**src/rtl/unlock_pkg.sv**
```systemverilog
package unlock_pkg;

  localparam int unsigned KEY_BITS_DEFAULT = 64;

  // Byte 0 sits in the least significant byte; bit i of the vector is key bit i.
  localparam logic [KEY_BITS_DEFAULT-1:0] KEY_DEFAULT = 64'h5CA3_3AC5_5CA3_3AC5;

  typedef enum logic [1:0] {
    CYC_NONE  = 2'd0,
    CYC_READ  = 2'd1,
    CYC_WRITE = 2'd2
  } cyc_kind_e;

  // Classify one bus event; unselected or absent cycles carry no meaning here.
  function automatic cyc_kind_e classify_cycle(input logic valid,
                                               input logic sel,
                                               input logic write);
    if (!(valid && sel)) return CYC_NONE;
    return write ? CYC_WRITE : CYC_READ;
  endfunction

endpackage

```
**src/rtl/unlock_cycle_decode.sv**
```systemverilog
module unlock_cycle_decode
  import unlock_pkg::*;
(
  input  logic cyc_valid,
  input  logic cyc_write,
  input  logic cyc_sel,
  input  logic unlocked,
  input  logic xfer_done,
  output logic evt_read,
  output logic evt_write
);

  cyc_kind_e kind;
  logic      listening;

  assign kind      = classify_cycle(cyc_valid, cyc_sel, cyc_write);
  // Cycles during clock-access mode, or in the relock clock, belong to the engine.
  assign listening = !unlocked && !xfer_done;
  assign evt_read  = listening && (kind == CYC_READ);
  assign evt_write = listening && (kind == CYC_WRITE);

endmodule

```
**src/rtl/unlock_key_select.sv**
```systemverilog
module unlock_key_select #(
  parameter int unsigned              KEY_BITS    = 64,
  parameter logic [KEY_BITS-1:0]      KEY_PATTERN = '0,
  localparam int unsigned             PTR_W       = $clog2(KEY_BITS)
) (
  input  logic [PTR_W-1:0] ptr,
  input  logic             d0,
  output logic             key_match
);

  logic [KEY_BITS-1:0] bit_hit;

  generate
    for (genvar g = 0; g < KEY_BITS; g++) begin : g_bit
      assign bit_hit[g] = (ptr == PTR_W'(g)) && (d0 == KEY_PATTERN[g]);
    end
  endgenerate

  assign key_match = |bit_hit;

endmodule

```
**src/rtl/unlock_seq_ptr.sv**
```systemverilog
module unlock_seq_ptr #(
  parameter int unsigned  KEY_BITS = 64,
  localparam int unsigned PTR_W    = $clog2(KEY_BITS),
  localparam logic [PTR_W-1:0] LAST = PTR_W'(KEY_BITS - 1)
) (
  input  logic             clk,
  input  logic             rst_n,
  input  logic             clear,
  input  logic             evt_read,
  input  logic             evt_write,
  input  logic             key_match,
  output logic [PTR_W-1:0] ptr,
  output logic             frozen,
  output logic             hit_last
);

  logic step;

  function automatic logic [PTR_W-1:0] advance(input logic [PTR_W-1:0] p);
    return (p == LAST) ? '0 : p + PTR_W'(1);
  endfunction

  assign step     = evt_write && !frozen && key_match;
  assign hit_last = step && (ptr == LAST);

  always_ff @(posedge clk or negedge rst_n) begin
    if (!rst_n) begin
      ptr    <= '0;
      frozen <= 1'b0;
    end else if (clear || evt_read) begin
      ptr    <= '0;
      frozen <= 1'b0;
    end else if (evt_write && !frozen) begin
      if (key_match) ptr    <= advance(ptr);
      else           frozen <= 1'b1;
    end
  end

endmodule

```
**src/rtl/unlock_mode_reg.sv**
```systemverilog
module unlock_mode_reg (
  input  logic clk,
  input  logic rst_n,
  input  logic hit_last,
  input  logic xfer_done,
  output logic unlocked
);

  always_ff @(posedge clk or negedge rst_n) begin
    if (!rst_n)         unlocked <= 1'b0;
    else if (xfer_done) unlocked <= 1'b0;
    else if (hit_last)  unlocked <= 1'b1;
  end

endmodule

```
**src/rtl/unlock_recognizer.sv**
```systemverilog
module unlock_recognizer #(
  parameter int unsigned          KEY_BITS    = unlock_pkg::KEY_BITS_DEFAULT,
  parameter logic [KEY_BITS-1:0]  KEY_PATTERN = unlock_pkg::KEY_DEFAULT,
  localparam int unsigned         PTR_W       = $clog2(KEY_BITS)
) (
  input  logic clk,
  input  logic rst_n,
  input  logic cyc_valid,
  input  logic cyc_write,
  input  logic cyc_sel,
  input  logic cyc_d0,
  input  logic xfer_done,
  output logic unlocked,
  output logic mem_enable
);

  logic             evt_read;
  logic             evt_write;
  logic             key_match;
  logic             hit_last;
  logic             frozen;
  logic [PTR_W-1:0] ptr;

  unlock_cycle_decode i_decode (
    .cyc_valid (cyc_valid),
    .cyc_write (cyc_write),
    .cyc_sel   (cyc_sel),
    .unlocked  (unlocked),
    .xfer_done (xfer_done),
    .evt_read  (evt_read),
    .evt_write (evt_write)
  );

  unlock_key_select #(
    .KEY_BITS    (KEY_BITS),
    .KEY_PATTERN (KEY_PATTERN)
  ) i_key (
    .ptr       (ptr),
    .d0        (cyc_d0),
    .key_match (key_match)
  );

  unlock_seq_ptr #(
    .KEY_BITS (KEY_BITS)
  ) i_ptr (
    .clk       (clk),
    .rst_n     (rst_n),
    .clear     (xfer_done),
    .evt_read  (evt_read),
    .evt_write (evt_write),
    .key_match (key_match),
    .ptr       (ptr),
    .frozen    (frozen),
    .hit_last  (hit_last)
  );

  unlock_mode_reg i_mode (
    .clk       (clk),
    .rst_n     (rst_n),
    .hit_last  (hit_last),
    .xfer_done (xfer_done),
    .unlocked  (unlocked)
  );

  assign mem_enable = !unlocked;

endmodule

```
**config.mk**
```make
export PLATFORM = sky130hd
export DESIGN_NAME = unlock_recognizer
export DESIGN_NICKNAME = d
export VERILOG_FILES = /design/src/rtl/unlock_pkg.sv /design/src/rtl/unlock_cycle_decode.sv /design/src/rtl/unlock_key_select.sv /design/src/rtl/unlock_seq_ptr.sv /design/src/rtl/unlock_mode_reg.sv /design/src/rtl/unlock_recognizer.sv
export SDC_FILE = /design/constraint.sdc
export NUM_CORES = 1
export LEC_CHECK = 0
export BUFFER_PORTS_ARGS = -buffer_cell sky130_fd_sc_hd__buf_4
export CORE_AREA = 5 5 42 44
export CTS_CLUSTER_SIZE = 8
export DETAILED_ROUTE_END_ITERATION = 6
export DIE_AREA = 0 0 47 49
export PLACE_DENSITY_LB_ADDON = 0.15
export SYNTH_ARGS = -nofsm -noshare
export SYNTH_HDL_FRONTEND = slang
export SYNTH_SLANG_ARGS = --single-unit
export TNS_END_PERCENT = 100
```
**constraint.sdc**
```tcl
create_clock -name clk -period 3.8 [get_ports clk]
set_input_delay 0.19 -clock clk [delete_from_list [all_inputs] [get_ports clk]]
set_output_delay 0.19 -clock clk [all_outputs]
set_load 0.01 [all_outputs]
```
==> results by group, run 1 <==
Synth
  • Post-synth top flop: dfrtp_1
  • Dominant cells by area after synthesis: dfrtp_1, ha_1, mux2i_1
  • Synth area leader: dfrtp_1
  • Yosys top cell area share: about a third
  • Async set-reset flop share out of synthesis: 100%
  • Count of cell types in the netlist: 23
  • Cells after Synth: 67
  • Flops & latches, synth: 8
  • Seq/Total Area, Yosys: 32.3%
  • Cell Area, Synth: 621 um^2
  • Yosys warns: 0
  • Post-synth EDFFs: 0
  • Syn Nets: 78
  • Syn avg cell area: 9.26 um^2

Drt
  • Wire per inst: 14.2 um
  • Final ANT Viol Nets: 0
  • Met2 Routed Length: 657 um
  • Vias: between 500 and 600
  • DRT Pass-1 Iters: 4
  • Initial DRC count: 12
  • Met3 wire len: 33 um
  • Via-to-Cell Ratio: 5.69
  • Top layer in use: met4
  • M1 wire length: about 600 um
  • Residual DRC: 0
  • Drt total wl: 1340 um

Clocking
  • Root buf cell: clkbuf_4
  • Reg clk slew, reported paths: 0.06 ns
  • Clk sinks: 8
  • Post_cts resized: 0
  • CTS max path bufs: 2
  • CTS Buf Count: 3
  • Number of H-tree levels: 1
  • Insertion delay to the later sink of the worst-skew pair: around 0.26 ns
  • CTS tree: built

Global route
  • Initial antenna violation count: 0
  • First-pass GRT wire length: 2290 um
  • Largest net degree at the start of global routing: 9
  • Global route overflow: 0
  • GRT Resource Usage Total: between 10% and 20%
  • Vias in the first global route: around 520

Worst setup path
  • Crit. End Element: flop
  • Max Fanout on Critical Path: 6
  • WP data arrival: 2.10 ns
  • Worst EP required: 3.99 ns
  • Critical path launch point type: flop
  • FF-to-FF Start: i_ptr.ptr[0]$_DFFE_PN0P_
  • R2r worst-path depth: 6
  • R2R Path End: i_ptr.ptr[5]$_DFFE_PN0P_
  • Setup CP Type: flop to flop
  • Worst reg2reg setup slack: about 1.9 ns

STA
  • RSZ-0062 raised after global routing: no
  • Final setup viols: 0
  • Slew Viols, Final: 0
  • Worst-Margin Slew: 0.374 ns
  • Period utilisation layout: between 50 and 60%
  • Hold Vio Cnt, Final: 0
  • Clock skew: 0.00163 ns
  • Fmax: around 520 MHz
  • Slew margin rel.: 75.0%
  • Min Clock Period, post-route: 1.91 ns
  • Setup TNS: 0 ns

Floorplan
  • Core area: between 1000 and 1500 um^2
  • Rows: 14
  • Chip height: 49 um
  • Initial Utilization: about 44%
  • Die width: 47 um
  • Die area: 2300 um^2
  • Num ports: 9

Final layout
  • Layout area overhead: 16.9%
  • NumNets Final: 91
  • Number of inserted diodes: 0
  • Commonest non-fill, non-tap cells in the layout: a21oi_1, dfrtp_1, buf_4
  • Share of cells above drive strength 1: roughly 24%

Job
  • Max Cap Violations: 0

Outcome
  • Status: finished clean

Power
  • Peak VDD IR: 0.178 mV
  • Power Total: roughly 0.00017 W
  • P_leak: 0.307 nW
  • PwrDens: approximately 240 nW/um^2

Worst hold path
  • Worst Hold End: i_mode.unlocked$_DFFE_PN0P_
  • Min-delay src: xfer_done
  • Worst min path class: primary input to flop
  • Hold Path Cell Cnt: 2

Place
  • GP Congestion: 0.790
  • Post-DP HPWL: 1050 um
  • Port bufs: 8
==> worst max-delay path by stage <==
stage / from / to / slack (ns) / cells after the start
after floorplan: i_mode.unlocked$_DFFE_PN0P_ / i_ptr.ptr[5]$_DFFE_PN0P_ / 1.98 / 5
after global placement: i_mode.unlocked$_DFFE_PN0P_ / i_ptr.ptr[2]$_DFFE_PN0P_ / 1.89 / 5
after detailed placement: i_ptr.ptr[0]$_DFFE_PN0P_ / i_ptr.ptr[5]$_DFFE_PN0P_ / 1.91 / 6
after CTS: i_ptr.ptr[0]$_DFFE_PN0P_ / i_ptr.ptr[5]$_DFFE_PN0P_ / 1.89 / 6
after global routing: i_mode.unlocked$_DFFE_PN0P_ / i_mode.unlocked$_DFFE_PN0P_ / 1.76 / 5
final: i_ptr.ptr[0]$_DFFE_PN0P_ / i_ptr.ptr[5]$_DFFE_PN0P_ / 1.89 / 6
==> per-layer routing <==
layer  global-route usage, %  vias up
met3                    3.32        4
met5                       0        -
li1                        -      270
met4                    9.68        0
met1                    17.4      253
met2                    20.8        8
==> area by class of cell <==
cell class | count | area [um^2]
tap | 16 | 20.0
sequential | 8 | 200
inverter | 4 | 15.0
fill | 142 | 676
clock buffer | 3 | 22.5
timing repair buffer | 9 | 70.1
multi-input combinational | 54 | 398
==> worst max-delay path, stage by stage, from the launching register on <==
cell	delay, ns
dfrtp_1	0.43
ha_1	0.27
inv_1	0.06
or2_2	0.32
a211o_1	0.33
a211oi_2	0.23
o221a_1	0.21
==> stage by stage <==
step	hold slack [ns]	instance area, um^2	util, %	cells	setup WS, ns
floorplan	-0.106	621	-	67	1.98
global placement	0.0125	693	49.5	90	1.89
detailed placement	0.0150	693	49.5	90	1.91
CTS	0.107	726	51.8	94	1.89
global route	0.121	726	51.8	94	1.76
finish	0.119	726	51.8	94	1.89
==> registers in the layout (all words and copies together), names as in the netlist <==
name             count
i_mode.unlocked      1
i_ptr.frozen         1
i_ptr.ptr            6
==> power by group <==
group / internal, W / total, W / switching [W]
combinational: 0.00000895 / 0.0000185 / 0.00000956
clock: 0.0000363 / 0.0000668 / 0.0000305
sequential: 0.0000859 / 0.0000866 / 0.000000600
total: 0.000131 / 0.000172 / 0.0000407
==> cells by family after synthesis <==
logic type / share of synthesized area, %
AO/OA/AOI/OAI: 25.6
XOR/XNOR: 2.82
adder cells (fa/ha/maj): 8.06
buffers and inverters: 3.63
flip-flops: 32.3
multiplexers: 8.06
AND/OR/NAND/NOR: 19.6
==> synthesized netlist by cell type (2+ instances only) <==
library cell and instances:
inv_1 4, or2_2 2, mux2i_1 5, nand2_1 5, a21oi_1 8, xor2_1 2
nand3_1 4, ha_1 4, a211oi_2 3, o21ai_0 5, nor2_1 5, dfrtp_1 8
a211o_1 2
==> what timing repair did <==
| item | 4_1_cts | 5_1_grt |
|---|---|---|
| setup buffers | 0 | 0 |
| hold buffers | 1 | 0 |
| endpoints found under the setup margin | 0 | 0 |
| endpoints found under the hold margin | 8 | 0 |
Power figures use the tool's default switching activity.
==> inputs of run 2 (changes only) <==
Settings changed: ABC_AREA from default to 1, CORE_AREA 5 5 42 44 to default, CORE_MARGIN from default to 5, CORE_UTILIZATION from default to 49, DIE_AREA 0 0 47 49 to default.
Clock period 3.8 ns to 1.7 ns, I/O delays scaled along.
==> run 2 against run 1 <==
Net effect:
- via count is 13% higher
- global-route usage fell by 0.24 points
- synthesized area is 5.6% higher
- die area shrank 5.8%
- clock-buffer cell count did not move
- core utilization is 10 points higher
- maximum frequency is 21% higher
- sequential power increased by 130%
- total power increased to 2.5 times the previous value
- flip-flop and latch count did not move
==> results by group, run 2 <==
Global route
  • GRT Resource Usage Total: between 10% and 20%
  • Largest net degree at the start of global routing: 9
  • Global route overflow: 0
  • First-pass GRT wire length: 2140 um
  • Initial antenna violation count: 0
  • Vias in the first global route: 547

Final layout
  • Commonest non-fill, non-tap cells in the layout: nand2_1, nand3_1, buf_4, inv_1, dfrtp_1
  • Number of inserted diodes: 0
  • Layout area overhead: 21.6%
  • Reg with most FFs: i_ptr.ptr
  • Biggest regs: i_ptr.ptr x6, i_mode.unlocked x1, i_ptr.frozen x1
  • NumNets Final: 121
  • Max reg flops: 6
  • Non-filler cells, final: 123
  • Share of cells above drive strength 1: 29.6%
  • Most common cell after layout, fill and taps aside: nand2_1
  • Fin util: approximately 62%

Worst setup path
  • WP data arrival: 1.71 ns
  • Crit. End Element: flop
  • Worst path max stage delay: 0.43 ns
  • Top delay family on crit path: simple AND/OR/NAND/NOR gates
  • Critical path launch point type: flop
  • Setup CP Type: flop to flop
  • Worst reg2reg setup slack: 0.12 ns
  • CP Buf/Inv Count: 3
  • R2r worst-path depth: 14
  • FF-to-FF Start: i_ptr.ptr[0]$_DFFE_PN0P_
  • Crit path max-delay cell type: dfrtp_1
  • Most used cell, CP: nand2_1
  • Max Fanout on Critical Path: 7
  • Worst EP required: roughly 1.8 ns
  • Crit path cell chain: inv_2 > ha_1 > inv_2 > nand2_1 > nand3_1 > nand2_1 > inv_1 > nand2_1 > nand2_2 > nand2_4 > nand2_4 > nand2_4 > nand2_1 > nand2_1
  • R2R Path End: i_ptr.ptr[3]$_DFFE_PN0P_

Drt
  • Drt total wl: between 1000 and 1500 um
  • Final ANT Viol Nets: 0
  • Via-to-Cell Ratio: 4.91
  • Residual DRC: 0
  • Wire per inst: 10.0 um
  • Vias: 604
  • DRT Pass-1 Iters: 4
  • Initial DRC count: 14

Floorplan
  • Rows: 13
  • Chip height: 46.6 um
  • Die area: ~2200 um^2
  • Die width: between 40 and 50 um
  • Initial Utilization: 51.0%
  • Num ports: 9
  • Core area: 1280 um^2

Power
  • P_leak: 0.414 nW
  • PwrDens: 547 nW/um^2
  • Peak VDD IR: between 0.3 and 0.4 mV
  • Power Total: roughly 0.00044 W

STA
  • Clock skew: 0.000896 ns
  • Fmax: 632 MHz
  • Slew margin rel.: around two thirds
  • Worst hold margin: 0.184 ns
  • Final setup viols: 0
  • Period utilisation layout: 93.1%
  • Hold Vio Cnt, Final: 0
  • Min Clock Period, post-route: 1.58 ns
  • Final worst slack: 0.117 ns
  • Slew Viols, Final: 0
  • Worst-Margin Slew: roughly 0.5 ns

Outcome
  • Status: finished clean

Place
  • Pre-CTS setup slack: 0.111 ns
  • Placed cells: approximately 120
  • Post-DP HPWL: between 1000 and 1500 um
  • GP Congestion: roughly 0.81
  • Port bufs: 8

Clocking
  • Root buf cell: clkbuf_4
  • Reg clk slew, reported paths: 0.05 ns
  • CTS Buf Count: 3
  • CTS max path bufs: 2
  • Number of H-tree levels: 1
  • CTS tree: built
  • Insertion delay to the later sink of the worst-skew pair: 0.24 ns
  • Clk sinks: 8

Synth
  • Most instantiated cells after synthesis: nand2_1, nand3_1, inv_1
  • Synth area leader: dfrtp_1
  • Async set-reset flop share out of synthesis: 100%
  • Syn avg cell area: 7.05 um^2
  • Dominant cells by area after synthesis: dfrtp_1, nand2_1, nand3_1
  • Top-count cell post-synth: nand2_1
  • Yosys warns: 0
  • Cell Area, Synth: 656 um^2
  • Seq/Total Area, Yosys: 30.5%
  • Flops & latches, synth: 8
  • Post-synth EDFFs: 0
  • Syn Nets: 104
  • Count of cell types in the netlist: 18
  • Post-synth top flop: dfrtp_1
  • Cells after Synth: 93
  • Yosys top cell area share: 30.5%

Worst hold path
  • Worst min path class: primary input to async pin

Job
  • Max Cap Violations: 0
[run 2: repair_timing]
| action | in CTS | in global routing |
|---|---|---|
| hold buffers | 2 | 0 |
| resized for setup | 0 | 5 |
| endpoints found under the hold margin | 9 | 0 |
| setup buffers | 0 | 1 |
| endpoints found under the setup margin | 0 | 4 |
[run 2: worst max-delay path by stage]
stage	startpoint	endpoint	slack, ns	cells past startpoint
6_report	i_ptr.ptr[0]$_DFFE_PN0P_	i_ptr.ptr[3]$_DFFE_PN0P_	0.12	14
4_1_cts	i_ptr.ptr[1]$_DFFE_PN0P_	i_ptr.ptr[4]$_DFFE_PN0P_	0.10	14
2_1_floorplan	i_ptr.ptr[0]$_DFFE_PN0P_	i_ptr.ptr[4]$_DFFE_PN0P_	0.23	14
3_5_place_dp	i_ptr.ptr[1]$_DFFE_PN0P_	i_ptr.ptr[4]$_DFFE_PN0P_	0.11	14
5_1_grt	i_ptr.ptr[0]$_DFFE_PN0P_	i_ptr.ptr[5]$_DFFE_PN0P_	-0.01	14
3_3_place_gp	i_ptr.ptr[0]$_DFFE_PN0P_	i_ptr.ptr[3]$_DFFE_PN0P_	0.13	14
[run 2: layer usage]
metal	part of all wire [%]	GRT usage (%)
met5	0	0
met4	0	6.82
met3	1.4	2.34
met2	51	23.1
met1	48	17.1
[run 2: logic make-up (layout without fill, tap and decap cells)]
logic type      after synthesis  in the layout  share of synthesized area (%)
compound gates                6              6                           5.53
buf+inv                      16             31                           9.16
flops                         8              8                           30.5
xor+xnor                      2              2                           2.67
fa+ha+maj                     4              4                           7.63
simple gates                 57             57                           44.5
[run 2: per-stage QoR]
step / setup TNS, ns / instance area, um^2
after floorplan: 0 / 656
after global placement: 0 / 742
after detailed placement: 0 / 742
after CTS: 0 / 785
after global routing: -0.0362 / 797
final: 0 / 797
[run 2: power breakdown]
group          leakage, nW  internal, W  switching (W)
clock network       0.0138    0.0000799      0.0000514
logic                0.290    0.0000448      0.0000578
registers            0.110     0.000195     0.00000655
total                0.414     0.000320       0.000116
[run 2: layout make-up]
type                    instances  area, um^2
well taps                      15        18.8
multi-input cells              69         400
flip-flops and latches          8         200
inverters                      16        60.1
clock buffers                   3        22.5
fillers                       125         488
repair buffers                 12        95.1
[run 2: worst reg2reg max path, cell delays in order, from the launching register on]
cell and delay, ns:
dfrtp_1 0.43, inv_2 0.07, ha_1 0.20, inv_2 0.05, nand2_1 0.05, nand3_1 0.08
nand2_1 0.05, inv_1 0.04, nand2_1 0.05, nand2_2 0.08, nand2_4 0.07, nand2_4 0.10
nand2_4 0.07, nand2_1 0.06, nand2_1 0.05
==> inputs of run 3 (changes only) <==
Settings changed: CORE_AREA from default to 5 5 42 44, CORE_MARGIN 5 to default, CORE_UTILIZATION 49 to default, DIE_AREA from default to 0 0 47 49.
Clock period 1.7 ns to 1.5 ns, I/O delays scaled along.
==> run 3 against run 2 <==
Net effect:
- the run now ends with negative setup slack left
- design area rose by 16%
- setup slack got worse by 0.13 ns
- routed wire length rose by 22%
- non-clock buffer count rose by 7
- total power rose by 22%
- critical path type unchanged
==> results by group, run 3 (synthesized netlist as in run 2, its figures left out) <==
Worst setup path
  • Crit. End Element: flop
  • Max Fanout on Critical Path: 7
  • Worst EP required: around 1.6 ns
  • Setup CP Type: flop to flop
  • FF-to-FF Start: i_ptr.ptr[1]$_DFFE_PN0P_
  • R2r worst-path depth: 14
  • WP data arrival: ~1.6 ns
  • Critical path launch point type: flop
  • Worst setup path start: i_ptr.ptr[1]$_DFFE_PN0P_

STA
  • Hold Vio Cnt, Final: 0
  • Slew margin rel.: 77.4%
  • Clock skew: 0.000738 ns
  • Final setup viols: 4
  • RSZ-0062 raised after global routing: yes
  • Setup TNS: -0.0253 ns
  • Min Clock Period, post-route: 1.51 ns
  • Worst-Margin Slew: 0.338 ns
  • Period utilisation layout: 101%
  • Final worst slack: -0.00903 ns
  • Fmax: 663 MHz
  • Slew Viols, Final: 0

Global route
  • Global route overflow: 0
  • Vias in the first global route: 630
  • GRT Resource Usage Total: 15.2%
  • GR peak layer: met2
  • Met1 usage: 18.4%
  • Largest net degree at the start of global routing: 9
  • Met3 Track Usage GR: 1.11%
  • M2 GR Usage: between 20% and 30%
  • Initial antenna violation count: 0
  • First-pass GRT wire length: approximately 2600 um

Clocking
  • Reg clk slew, reported paths: 0.05 ns
  • Root buf cell: clkbuf_4
  • CTS Buf Count: 3
  • CTS max path bufs: 2
  • Insertion delay to the later sink of the worst-skew pair: ~0.24 ns
  • Clk sinks: 8
  • Number of H-tree levels: 1
  • CTS tree: built

Place
  • Pre-CTS setup slack: -0.0897 ns
  • Post-DP HPWL: 1190 um
  • Port bufs: 8
  • GP Congestion: 0.799

Final layout
  • Layout area overhead: 40.8%
  • Max reg flops: 6
  • NumNets Final: 128
  • Share of cells above drive strength 1: between 40% and 50%
  • Biggest regs: i_ptr.ptr x6, i_mode.unlocked x1, i_ptr.frozen x1
  • Most common cell after layout, fill and taps aside: buf_4
  • Number of inserted diodes: 0
  • Commonest non-fill, non-tap cells in the layout: buf_4, nand2_1, nand3_1, nand2_2, inv_1
  • Reg with most FFs: i_ptr.ptr

Power
  • P_leak: about 0.46 nW
  • Peak VDD IR: 0.469 mV
  • PwrDens: 576 nW/um^2

Drt
  • Initial DRC count: 8
  • Vias: 664
  • Via-to-Cell Ratio: 5.07
  • Drt total wl: 1510 um
  • Residual DRC: 0
  • DRT Pass-1 Iters: 4
  • Final ANT Viol Nets: 0
  • Wire per inst: 11.5 um

Floorplan
  • Die width: 47 um
  • Initial Utilization: 46.8%
  • Rows: 14
  • Chip height: ~49 um
  • Die area: 2300 um^2
  • Core area: 1400 um^2
  • Num ports: 9

Outcome
  • Failing checks: negative setup slack
  • Status: finished with violations

Worst hold path
  • Worst min path class: primary input to async pin

Job
  • Max Cap Violations: 0
run 3: worst paths after layout:
| path | endpoint | slack (ns) |
|---|---|---|
| min | i_ptr.ptr[3]$_DFFE_PN0P_ | 0.18 |
| max reg2reg | i_ptr.ptr[4]$_DFFE_PN0P_ | -0.009 |
| max in group asynchronous | i_ptr.ptr[1]$_DFFE_PN0P_ | 1.19 |
| min reg2reg | i_ptr.ptr[5]$_DFFE_PN0P_ | 0.52 |
| min in group clk | i_ptr.frozen$_DFFE_PN0P_ | 0.22 |
| max | i_ptr.ptr[4]$_DFFE_PN0P_ | -0.009 |
run 3: layout make-up:
| class | count | area (um^2) |
|---|---|---|
| multi-input combinational | 69 | 463 |
| clock buffer | 3 | 22.5 |
| fill | 136 | 478 |
| inverter | 16 | 67.6 |
| timing repair buffer | 19 | 148 |
| sequential | 8 | 203 |
| tap | 16 | 20.0 |
run 3: timing repair:
item,4_1_cts,5_1_grt
hold buffers,2,0
pin swaps,5,3
endpoints found under the hold margin,9,0
resized for setup,18,8
endpoints found under the setup margin,7,7
setup buffers,2,1
run 3: metrics by stage:
step	area, um^2	instances	util [%]	hold WS [ns]	power, W
final	923	131	65.9	0.176	0.000532
after global placement	781	123	55.7	-0.106	0.000346
after global routing	923	131	65.9	0.176	0.000570
after detailed placement	781	123	55.7	-0.106	0.000348
after CTS	891	130	63.6	0.169	0.000531
after floorplan	656	93	-	-0.221	0.000302
run 3: per-layer routing:
metal	wire [um]	part of all wire (%)	up-vias
li1	-	-	344
met1	666	44	311
met2	789	52	5
met3	25	1.7	4
met4	25	1.7	0
met5	0	0	-
run 3: critical path, stage by stage, from the launching register on:
cell and delay, ns:
dfrtp_2 0.43, inv_4 0.06, ha_4 0.16, inv_4 0.05, nand2_2 0.06, nand3_2 0.07
nand2_1 0.05, inv_1 0.04, nand2_1 0.05, nand2_2 0.08, nand2_4 0.07, nand2_4 0.10
nand2_4 0.07, nand2_1 0.06, nand2_1 0.05
run 3: power breakdown:
part,internal [W],leakage (nW),switching (W)
logic,0.0000718,0.342,0.0000766
registers,0.000222,0.107,0.00000879
clock network,0.0000908,0.0138,0.0000618
total,0.000385,0.463,0.000147
